==> src/rtl/dfs_pkg.sv <==
// Package: shared constants for the staged DAC frame controller.
// Assumes offset-binary codes whose mid-scale value has only the top bit set.
package dfs_pkg;
    localparam int DFS_CODE_W = 16;

    // Mid-scale (zero volt) code for a given code width.
    function automatic logic [DFS_CODE_W-1:0] dfs_mid_code();
        return DFS_CODE_W'(1) << (DFS_CODE_W - 1);
    endfunction
endpackage

==> src/rtl/dfs_frame_timer.sv <==
// Module: free-running frame timer. It raises tick in the last cycle of each
// frame period. Assumes FRAME_CYCLES >= 2.
module dfs_frame_timer #(
    parameter int FRAME_CYCLES = 16
) (
    input  logic clk,
    input  logic rst_n,
    output logic tick
);
    localparam int CNT_W = (FRAME_CYCLES > 2) ? $clog2(FRAME_CYCLES) : 1;
    localparam logic [CNT_W-1:0] LAST = CNT_W'(FRAME_CYCLES - 1);

    logic [CNT_W-1:0] cnt_q;

    assign tick = (cnt_q == LAST);

    // Count cycles within the frame and wrap at the end.
    always_ff @(posedge clk) begin
        if (!rst_n)    cnt_q <= '0;
        else if (tick) cnt_q <= '0;
        else           cnt_q <= cnt_q + 1'b1;
    end

    assert_tick_single_R6: assert property (@(posedge clk) disable iff (!rst_n)
        tick |=> !tick);
    assert_cnt_range_R6: assert property (@(posedge clk) disable iff (!rst_n)
        cnt_q <= LAST);
endmodule

==> src/rtl/dfs_stage_bank.sv <==
// Module: bank of staged codes with per-channel dirty bits. An aligned write
// fills a group of 2^LOG2_GRP channels. A misaligned write is dropped and sets
// a sticky error flag. Dirty bits of released channels clear at the frame
// edge; a write in that same cycle wins.
module dfs_stage_bank
    import dfs_pkg::*;
#(
    parameter int NCH      = 32,
    parameter int CODE_W   = DFS_CODE_W,
    parameter int LOG2_GRP = 2
) (
    input  logic                             clk,
    input  logic                             rst_n,
    input  logic                             wr_en,
    input  logic [$clog2(NCH)-1:0]           wr_addr,
    input  logic [CODE_W*(1<<LOG2_GRP)-1:0]  wr_data,
    input  logic                             tick,
    input  logic [NCH-1:0]                   release_vec,
    output logic [NCH*CODE_W-1:0]            staged_flat,
    output logic [NCH-1:0]                   dirty,
    output logic                             align_err
);
    localparam int ADDR_W = $clog2(NCH);
    localparam int GRP    = 1 << LOG2_GRP;
    localparam logic [ADDR_W-1:0] LOW_MASK = ADDR_W'(GRP - 1);

    logic misaligned;
    logic wr_ok;

    assign misaligned = (wr_addr & LOW_MASK) != '0;
    assign wr_ok      = wr_en && !misaligned;

    // Latch the misalignment error until reset.
    always_ff @(posedge clk) begin
        if (!rst_n)                  align_err <= 1'b0;
        else if (wr_en && misaligned) align_err <= 1'b1;
    end

    for (genvar ch = 0; ch < NCH; ch++) begin : g_ch
        logic hit;
        assign hit = wr_ok && ((wr_addr >> LOG2_GRP) == ADDR_W'(ch >> LOG2_GRP));

        // Hold this channel's staged code and its pending flag.
        always_ff @(posedge clk) begin
            if (!rst_n) begin
                staged_flat[ch*CODE_W +: CODE_W] <= dfs_mid_code();
                dirty[ch] <= 1'b0;
            end else if (hit) begin
                staged_flat[ch*CODE_W +: CODE_W] <= wr_data[(ch % GRP)*CODE_W +: CODE_W];
                dirty[ch] <= 1'b1;
            end else if (tick && release_vec[ch]) begin
                dirty[ch] <= 1'b0;
            end
        end
    end

    assert_misaligned_ignored_R8: assert property (@(posedge clk) disable iff (!rst_n)
        (wr_en && misaligned) |=> $stable(staged_flat));
    assert_err_sticky_R8: assert property (@(posedge clk) disable iff (!rst_n)
        align_err |=> align_err);
endmodule

==> src/rtl/dfs_release_ctrl.sv <==
// Module: hold mask and self-clearing update requests. It decides which dirty
// channels go out at the next frame edge. Update requests written in the
// frame-edge cycle survive into the next frame.
module dfs_release_ctrl #(
    parameter int NCH = 32
) (
    input  logic           clk,
    input  logic           rst_n,
    input  logic           tick,
    input  logic           hold_wr,
    input  logic [NCH-1:0] hold_in,
    input  logic           upd_wr,
    input  logic [NCH-1:0] upd_in,
    input  logic [NCH-1:0] dirty,
    output logic [NCH-1:0] release_vec
);
    logic [NCH-1:0] hold_q;
    logic [NCH-1:0] upd_q;
    logic [NCH-1:0] upd_keep;

    assign release_vec = dirty & (~hold_q | upd_q);
    assign upd_keep    = tick ? '0 : upd_q;

    // Load the hold mask on request.
    always_ff @(posedge clk) begin
        if (!rst_n)       hold_q <= '0;
        else if (hold_wr) hold_q <= hold_in;
    end

    // Accumulate update requests; drop them once a frame has gone out.
    always_ff @(posedge clk) begin
        if (!rst_n) upd_q <= '0;
        else        upd_q <= upd_keep | (upd_wr ? upd_in : '0);
    end

    assert_upd_clears_R4: assert property (@(posedge clk) disable iff (!rst_n)
        (tick && !upd_wr) |=> (upd_q == '0));
    assert_held_kept_R3: assert property (@(posedge clk) disable iff (!rst_n)
        (upd_q == '0) |-> ((release_vec & hold_q) == '0));
endmodule

==> src/rtl/dac_frame_stager.sv <==
// Module: top of the staged DAC frame controller. At each frame edge it copies
// released staged codes into the output register, and flags the channels
// whose code actually changed. Assumes FRAME_CYCLES >= 2 and 0 <= LOG2_GRP <= 5.
module dac_frame_stager
    import dfs_pkg::*;
#(
    parameter int NCH          = 32,
    parameter int CODE_W       = DFS_CODE_W,
    parameter int LOG2_GRP     = 2,
    parameter int FRAME_CYCLES = 16
) (
    input  logic                            clk,
    input  logic                            rst_n,
    input  logic                            wr_en,
    input  logic [$clog2(NCH)-1:0]          wr_addr,
    input  logic [CODE_W*(1<<LOG2_GRP)-1:0] wr_data,
    input  logic                            hold_wr,
    input  logic [NCH-1:0]                  hold_in,
    input  logic                            upd_wr,
    input  logic [NCH-1:0]                  upd_in,
    output logic                            frame_strobe,
    output logic [NCH*CODE_W-1:0]           frame_codes,
    output logic [NCH-1:0]                  frame_changed,
    output logic                            align_err
);
    logic                   tick;
    logic [NCH*CODE_W-1:0]  staged_flat;
    logic [NCH-1:0]         dirty;
    logic [NCH-1:0]         release_vec;
    logic                   past_ok;

    dfs_frame_timer #(.FRAME_CYCLES(FRAME_CYCLES)) timer_i (
        .clk(clk), .rst_n(rst_n), .tick(tick));

    dfs_stage_bank #(.NCH(NCH), .CODE_W(CODE_W), .LOG2_GRP(LOG2_GRP)) bank_i (
        .clk(clk), .rst_n(rst_n), .wr_en(wr_en), .wr_addr(wr_addr),
        .wr_data(wr_data), .tick(tick), .release_vec(release_vec),
        .staged_flat(staged_flat), .dirty(dirty), .align_err(align_err));

    dfs_release_ctrl #(.NCH(NCH)) rel_i (
        .clk(clk), .rst_n(rst_n), .tick(tick), .hold_wr(hold_wr),
        .hold_in(hold_in), .upd_wr(upd_wr), .upd_in(upd_in),
        .dirty(dirty), .release_vec(release_vec));

    // Emit the frame marker one cycle after the timer tick.
    always_ff @(posedge clk) begin
        if (!rst_n) frame_strobe <= 1'b0;
        else        frame_strobe <= tick;
    end

    for (genvar ch = 0; ch < NCH; ch++) begin : g_out
        logic [CODE_W-1:0] stg;
        logic [CODE_W-1:0] cur;
        assign stg = staged_flat[ch*CODE_W +: CODE_W];
        assign cur = frame_codes[ch*CODE_W +: CODE_W];

        // Update this channel's output code and change flag at the frame edge.
        always_ff @(posedge clk) begin
            if (!rst_n) begin
                frame_codes[ch*CODE_W +: CODE_W] <= dfs_mid_code();
                frame_changed[ch] <= 1'b0;
            end else if (tick && release_vec[ch]) begin
                frame_codes[ch*CODE_W +: CODE_W] <= stg;
                frame_changed[ch] <= (stg != cur);
            end else begin
                frame_changed[ch] <= 1'b0;
            end
        end
    end

    // Mark the first cycle that has a valid previous sample after reset.
    always_ff @(posedge clk) begin
        if (!rst_n) past_ok <= 1'b0;
        else        past_ok <= 1'b1;
    end

    assert_codes_frame_only_R1: assert property (@(posedge clk) disable iff (!rst_n)
        (past_ok && !frame_strobe) |-> $stable(frame_codes));
    assert_changed_with_strobe_R10: assert property (@(posedge clk) disable iff (!rst_n)
        (frame_changed != '0) |-> frame_strobe);
endmodule

==> config.mk <==
export PLATFORM = sky130hd
export DESIGN_NAME = dac_frame_stager
export DESIGN_NICKNAME = d
export VERILOG_FILES = /design/src/rtl/dfs_pkg.sv /design/src/rtl/dfs_frame_timer.sv /design/src/rtl/dfs_stage_bank.sv /design/src/rtl/dfs_release_ctrl.sv /design/src/rtl/dac_frame_stager.sv
export SDC_FILE = /design/constraint.sdc
export NUM_CORES = 2
export LEC_CHECK = 0
export BUFFER_PORTS_ARGS = -buffer_cell sky130_fd_sc_hd__buf_2
export CAP_MARGIN = 20
export CORE_MARGIN = 2
export CORE_UTILIZATION = 55
export CTS_CLUSTER_SIZE = 10
export DETAILED_ROUTE_END_ITERATION = 16
export GPL_TIMING_DRIVEN = 1
export PLACE_DENSITY = 0.81
export SYNTH_ARGS = -nofsm -noshare
export SYNTH_HDL_FRONTEND = slang
export SYNTH_SLANG_ARGS = --single-unit
==> constraint.sdc <==
create_clock -name clk -period 2.37 [get_ports clk]
set_input_delay 0.474 -clock clk [delete_from_list [all_inputs] [get_ports clk]]
set_output_delay 0.474 -clock clk [all_outputs]
set_load 0.05 [all_outputs]
# [Yosys cells after proc, flatten, opt, wreduce, memory -nomap -nowiden]
# Cells that the tools add are included.
[classes] muxes=66 eq_ne=40 n_reduce_logical=110 add_sub_neg=1 bitwise_logic=5
[ops] operator="inequality test 16 bit" n=32
[ops] operator="2-to-1 mux 1 bit" n=64
[ops] operator="2-to-1 mux 32 bit" n=2
[ops] operator="OR 32 bit" n=2
[ops] operator="AND reduction 2 bit" n=32
[ops] operator="nonzero test 2 bit" n=32
[ops] operator="logical AND 1 bit" n=42
[ops] operator="AND 32 bit" n=1
[ops] operator="NOT 32 bit" n=1
[ops] operator="== test 3 bit (second input constant)" n=4
[ops] operator="== test 3 x 2 -> 1 bit (second input constant)" n=2
[ops] operator="zero test 5 bit" n=1
[ops] operator="nonzero test 5 bit" n=1
[ops] operator="adder 4 x 1 -> 4 bit (second input constant)" n=1
[ops] operator="== test 4 bit (second input constant)" n=1
[ops] operator="== test 3 x 1 -> 1 bit (second input constant)" n=1
[ops] operator="OR reduction 2 bit" n=1
[ops] operator="zero test 1 bit" n=1
[ops] operator="NOT 1 bit" n=1
[word_totals] out_inout_bits=546 elab_cells=355 register_bits=1158 input_bits=138

# [Logic depth before layout (Yosys ltp)]
[logic_depth] ltp_word=6 ltp_mapped=9 ltp_nobuf=5

# [Hierarchy]
# From an unflattened synthesis, not the netlist that was laid out.
[hier_totals] hier_cells=5227 area_unflattened_um2=48320.1
[by_module_without_submodules] mod="dac_frame_stager" cells_per_inst=3014 n_inst=1 area_per_inst_um2=25781.0 seq_area_each_um2=10910.5
[by_module_without_submodules] mod="dfs_stage_bank" cells_per_inst=1892 n_inst=1 area_per_inst_um2=19518.7 seq_area_each_um2=10910.5
[by_module_without_submodules] mod="dfs_release_ctrl" cells_per_inst=305 n_inst=1 area_per_inst_um2=2851.5 seq_area_each_um2=1281.2
[by_module_without_submodules] mod="dfs_frame_timer" cells_per_inst=16 n_inst=1 area_per_inst_um2=168.9 seq_area_each_um2=80.1

# [Worst setup path before layout]
# No wires, ideal clock.
[synth_timing] path_kind="register to register" start="register timer_i.cnt_q[0]" end="register frame_codes[303], in the netlist g_out[18].cur[15]" path_slack_ps=563 setup_ps=129 t_arrival_ps=1678 stages_incl_launch_ff=10 n_path_buf=4 period_less_slack_ps=1807 t_required_ps=2241 path_cell_list="dfxtp_1 ha_1 and3_1 buf_2 buf_4 nand3_1 buf_4 buf_4 mux2i_1 nand2_1"
[synth_between] elab_chain_len=2
[synth_lines] element="from (decl)" line="dfs_frame_timer.sv:13" text="logic [CNT_W-1:0] cnt_q;"
[synth_lines] element="from (signal assigned)" line="dfs_frame_timer.sv:21" text="else cnt_q <= cnt_q + 1'b1;"
[synth_lines] element="== test 4 bit" line="dfs_frame_timer.sv:15" text="assign tick = (cnt_q == LAST);"
[synth_lines] element="logical AND 1 bit" line="dac_frame_stager.sv:62" text="end else if (tick && release_vec[ch]) begin"
[synth_lines] element="to (signal, indexed assignment)" line="dac_frame_stager.sv:60" text="frame_codes[ch*CODE_W +: CODE_W] <= dfs_mid_code();"
[synth_lines] element="to (signal, indexed assignment)" line="dac_frame_stager.sv:63" text="frame_codes[ch*CODE_W +: CODE_W] <= stg;"
[synth_lines] element="to (decl)" line="dac_frame_stager.sv:22" text="output logic [NCH*CODE_W-1:0] frame_codes,"
# No other way between the ends.
# A chain may end at the register's enable or synchronous reset.

# [Worst setup path in the final report]
[layout_timing] start="register frame_codes[46], in the netlist g_out[2].cur[14]" end="output port frame_codes[46]"
# No word-level cell between the ends.

==> summary.txt <==
Run status
  – Status: complete, no violations

Global route
  – Overflow after GRT: 0
  – Wire length of the first global-routing pass: 212000 um
  – Global-route total usage across every layer: 30.6%
  – Vias in the first global route: 35800
  – Largest net degree at the start of global routing: between 150 and 200
  – Antenna violations before repair: 6

Synthesis
  – Post-Syn Area per Cell: roughly 9.6 um2
  – Register bit total from synthesis: around 1200
  – Post-Syn Area: 0.0485 mm2
  – Post-synth EDFFs: 0
  – Synth Net Count: 5204
  – Share of the synthesized area in the top cell type: 47.8%
  – Post-synthesis instance total: slightly above 5000
  – Top post-synthesis cells by count: 1158 x sky130_fd_sc_hd__dfxtp_1, 1063 x sky130_fd_sc_hd__nand2_1, 546 x sky130_fd_sc_hd__nor2b_1
  – Portion of the post-synthesis area used by sequential elements: 47.8%
  – Cell variety after synth: 27
  – Flip-flop cell with the highest count after synthesis: sky130_fd_sc_hd__dfxtp_1
  – Share of flip-flops with an asynchronous set or reset after synthesis: 0%
  – Largest area contributor in the netlist: sky130_fd_sc_hd__dfxtp_1
  – Yosys warns: 0
  – Cell with the most instances after synthesis: sky130_fd_sc_hd__dfxtp_1
  – Cell types occupying the most area after synthesis: sky130_fd_sc_hd__dfxtp_1 48%, sky130_fd_sc_hd__mux2i_1 11%, sky130_fd_sc_hd__xnor2_1 9.2%

Final layout
  – Count of fill cells added during filler insertion: 6870
  – Layout area overhead: 17.0%
  – Layout cells sized above 1: 16.7%
  – Area used by sequential logic in the layout: 0.0232 mm2
  – Total area of multi-input combinational cells: around 0.023 mm2
  – Number of nets in the layout: 5787

Clock tree
  – Num CTS Buffers: 135
  – CTS HTree Levels: 4
  – Count of clock tree sinks: ~1200
  – Root buffer cell: sky130_fd_sc_hd__clkbuf_16
  – Largest buffer count on any clock path: 3
  – TritonCTS clock tree: done
  – CTS clock-pin slew for the worst setup and hold paths: 50 ps
  – Clock latency at the later pin of the worst-skew pair: around 730 ps
  – Setup fix buffers added after clock tree synthesis: 0

Floorplanning
  – Starting utilization of the core area: 55.7%
  – DIE AREA: 0.0905 mm2
  – I/O pin count: 684
  – Area of the core region: 0.0870 mm2
  – Die Span Y: 301 um
  – Chip Width: about 300 um
  – Number of core rows: between 100 and 150

Setup path
  – Number of buffer and inverter stages on the critical path: 1
  – Worst reg2reg path depth: 7
  – Largest delay share family, worst path: flip-flops
  – Sort of element at the end of the critical path: output port
  – Reg-to-reg slack, setup: 450 ps
  – Start of the worst register-to-register path: timer_i.cnt_q[0]
  – Worst Setup Path Type: flop to output port
  – Critical path data arrival time: 1550 ps
  – Cells along the critical path: buf_2
  – Critical Path RT: 1900 ps
  – Cell with the largest stage delay on the worst path: sky130_fd_sc_hd__dfxtp_1
  – Worst path max stage delay: approximately 490 ps
  – Worst reg2reg path endpoint: g_out[10].cur[6]
  – Critical path startpoint category: flop
  – Peak fanout along the critical path: 3

Route
  – Vias: 37100
  – Initial drt markers: 2830
  – Number of nets with antenna violations after routing: 0
  – Wire length per cell: 20.9 um
  – Overall routed net length: 142000 um
  – Number of vias per cell after detailed routing: 5.43
  – Initial DRT Pass Iterations: 8
  – DRC: 0

Worst hold path
  – HP Class: primary input to flop
  – Hold wc startpoint: hold_in[17]
  – Hold path depth: 3
  – Hold Path Sink: rel_i.hold_q[17]

Power
  – Static leakage: 24.5 nW
  – Cell area power density: between 600 and 700 mW/mm2
  – Peak supply drop: 0.629 mV
  – Total chip power: between 30 and 40 mW

STA
  – Setup clock skew after layout: 24.4 ps
  – Number of slew-limit violations in the final report: 0
  – Final total negative setup slack: 0 ps
  – Maximum achievable frequency: 495 MHz
  – Final Hold Viols: 0
  – RSZ-0062 raised after global routing: no
  – Max_slew headroom: 55.1%
  – Final worst-path cycle share: between 80% and 90%
  – Actual slew at the worst max-slew pin: 673 ps
  – Final setup violating endpoints: 0
  – Shortest period the worst path allows: between 2000 and 2500 ps

Place
  – RD Place Congestion: 0.875
  – Port Buffers: between 600 and 700
  – Detailed placement HPWL: 95700 um

Run
  – Max-Cap Viols: 0
[registers in the layout, indices dropped and copies added (netlist names)]
register,count
frame_strobe,1
frame_changed,32
rel_i.hold_q,32
g_out.cur,512
timer_i.cnt_q,4
bank_i.dirty,32
bank_i.align_err,1
bank_i.staged_flat,512
rel_i.upd_q,32
[layout by cell type (no fill, tap or decap), types with 2 or more instances in the layout]
cell type | netlist | routed
sky130_fd_sc_hd__dfxtp_1 | 1158 | 1158
sky130_fd_sc_hd__nand2_1 | 1063 | 1057
sky130_fd_sc_hd__buf_2 | 95 | 682
sky130_fd_sc_hd__nor2b_1 | 546 | 546
sky130_fd_sc_hd__mux2i_1 | 544 | 544
sky130_fd_sc_hd__xnor2_1 | 512 | 512
sky130_fd_sc_hd__a21boi_0 | 391 | 391
sky130_fd_sc_hd__clkbuf_16 | 0 | 138
sky130_fd_sc_hd__nand4_1 | 128 | 128
sky130_fd_sc_hd__a21boi_1 | 89 | 89
sky130_fd_sc_hd__nand3_1 | 68 | 66
sky130_fd_sc_hd__buf_4 | 98 | 61
sky130_fd_sc_hd__dlygate4sd3_1 | 0 | 54
sky130_fd_sc_hd__nand2b_1 | 32 | 32
sky130_fd_sc_hd__a22o_1 | 32 | 32
sky130_fd_sc_hd__nor4_1 | 32 | 32
sky130_fd_sc_hd__nor3b_1 | 32 | 32
sky130_fd_sc_hd__a21oi_1 | 32 | 32
sky130_fd_sc_hd__buf_12 | 0 | 30
sky130_fd_sc_hd__clkbuf_1 | 181 | 11
sky130_fd_sc_hd__and2_2 | 0 | 7
sky130_fd_sc_hd__nand2_2 | 0 | 6
sky130_fd_sc_hd__inv_6 | 0 | 5
sky130_fd_sc_hd__and3_2 | 0 | 3
sky130_fd_sc_hd__nor2_1 | 3 | 3
sky130_fd_sc_hd__clkinv_8 | 0 | 3
sky130_fd_sc_hd__nand3_4 | 0 | 2
sky130_fd_sc_hd__xor2_1 | 2 | 2
sky130_fd_sc_hd__and2_1 | 10 | 2
sky130_fd_sc_hd__o21a_1 | 2 | 2
sky130_fd_sc_hd__clkbuf_8 | 0 | 2
[what timing repair did]
action / in CTS / in global routing
endpoints found under the hold margin: 54 / 0
hold buffers: 54 / 0
resized for setup: 0 / 0
[per-layer routing]
layer / up-vias / part of all wire [%] / wire, um / GRT usage (%)
li1: 17700 / - / - / -
met1: 17700 / 41 / 58400 / 38.0
met2: 1320 / 46 / 65700 / 49.0
met3: 368 / 7.5 / 10600 / 7.21
met4: 12 / 5.4 / 7620 / 16.8
met5: - / 0.049 / 70 / 0
[kinds of logic (layout without fill, tap and decap cells)]
family,count (synthesis),count (layout),share of synthesized area [%]
and+or+nand+nor,1920,1920,19.2
buffers and inverters,382,990,4.04
DFF,1158,1158,47.8
muxes,544,544,11.2
AOI/OAI and AO/OA,546,546,8.37
xor gates and xnor gates,514,514,9.29
adders and majority gates,1,1,0.0258
other,0,1,0
[how the worst max path moves through the flow]
stage                          start  depth (start not counted)                      end
floorplan           timer_i.cnt_q[0]                          9        g_out[18].cur[15]
global placement          wr_addr[1]                          7  bank_i.staged_flat[448]
detailed placement        wr_addr[1]                          7  bank_i.staged_flat[452]
CTS                 g_out[5].cur[15]                          1          frame_codes[95]
global route        g_out[5].cur[15]                          1          frame_codes[95]
finish              g_out[2].cur[14]                          1          frame_codes[46]
[area by class of cell]
| cell class | count | share of cell area, % |
|---|---|---|
| tap | 1155 | 2.55 |
| timing repair buffer | 828 | 8.86 |
| clock buffer | 151 | 6.21 |
| sequential | 1158 | 40.9 |
| clock inverter | 11 | 0.260 |
| antenna | 1 | 0.00441 |
| multi-input combinational | 3525 | 41.3 |
[report_power, final]
part	switching, mW	total [mW]	internal [mW]
clock network	7.72	18.2	10.5
registers	0.111	19.7	19.6
logic	0.937	1.60	0.661
[metrics by stage]
step | worst slack [ps] | instance area, um2 | util [%] | cells | hold slack (ps)
2_1_floorplan | 563 | 48500 | - | 5065 | 417
3_3_place_gp | 411 | 52500 | 60.3 | 6612 | 427
3_5_place_dp | 355 | 52500 | 60.3 | 6612 | 446
4_1_cts | 321 | 56700 | 65.2 | 6828 | 0.712
5_1_grt | 319 | 56700 | 65.2 | 6828 | 26.6
6_report | 349 | 56700 | 65.2 | 6829 | 46.7
No activity file was read; power rests on OpenSTA's default activity.
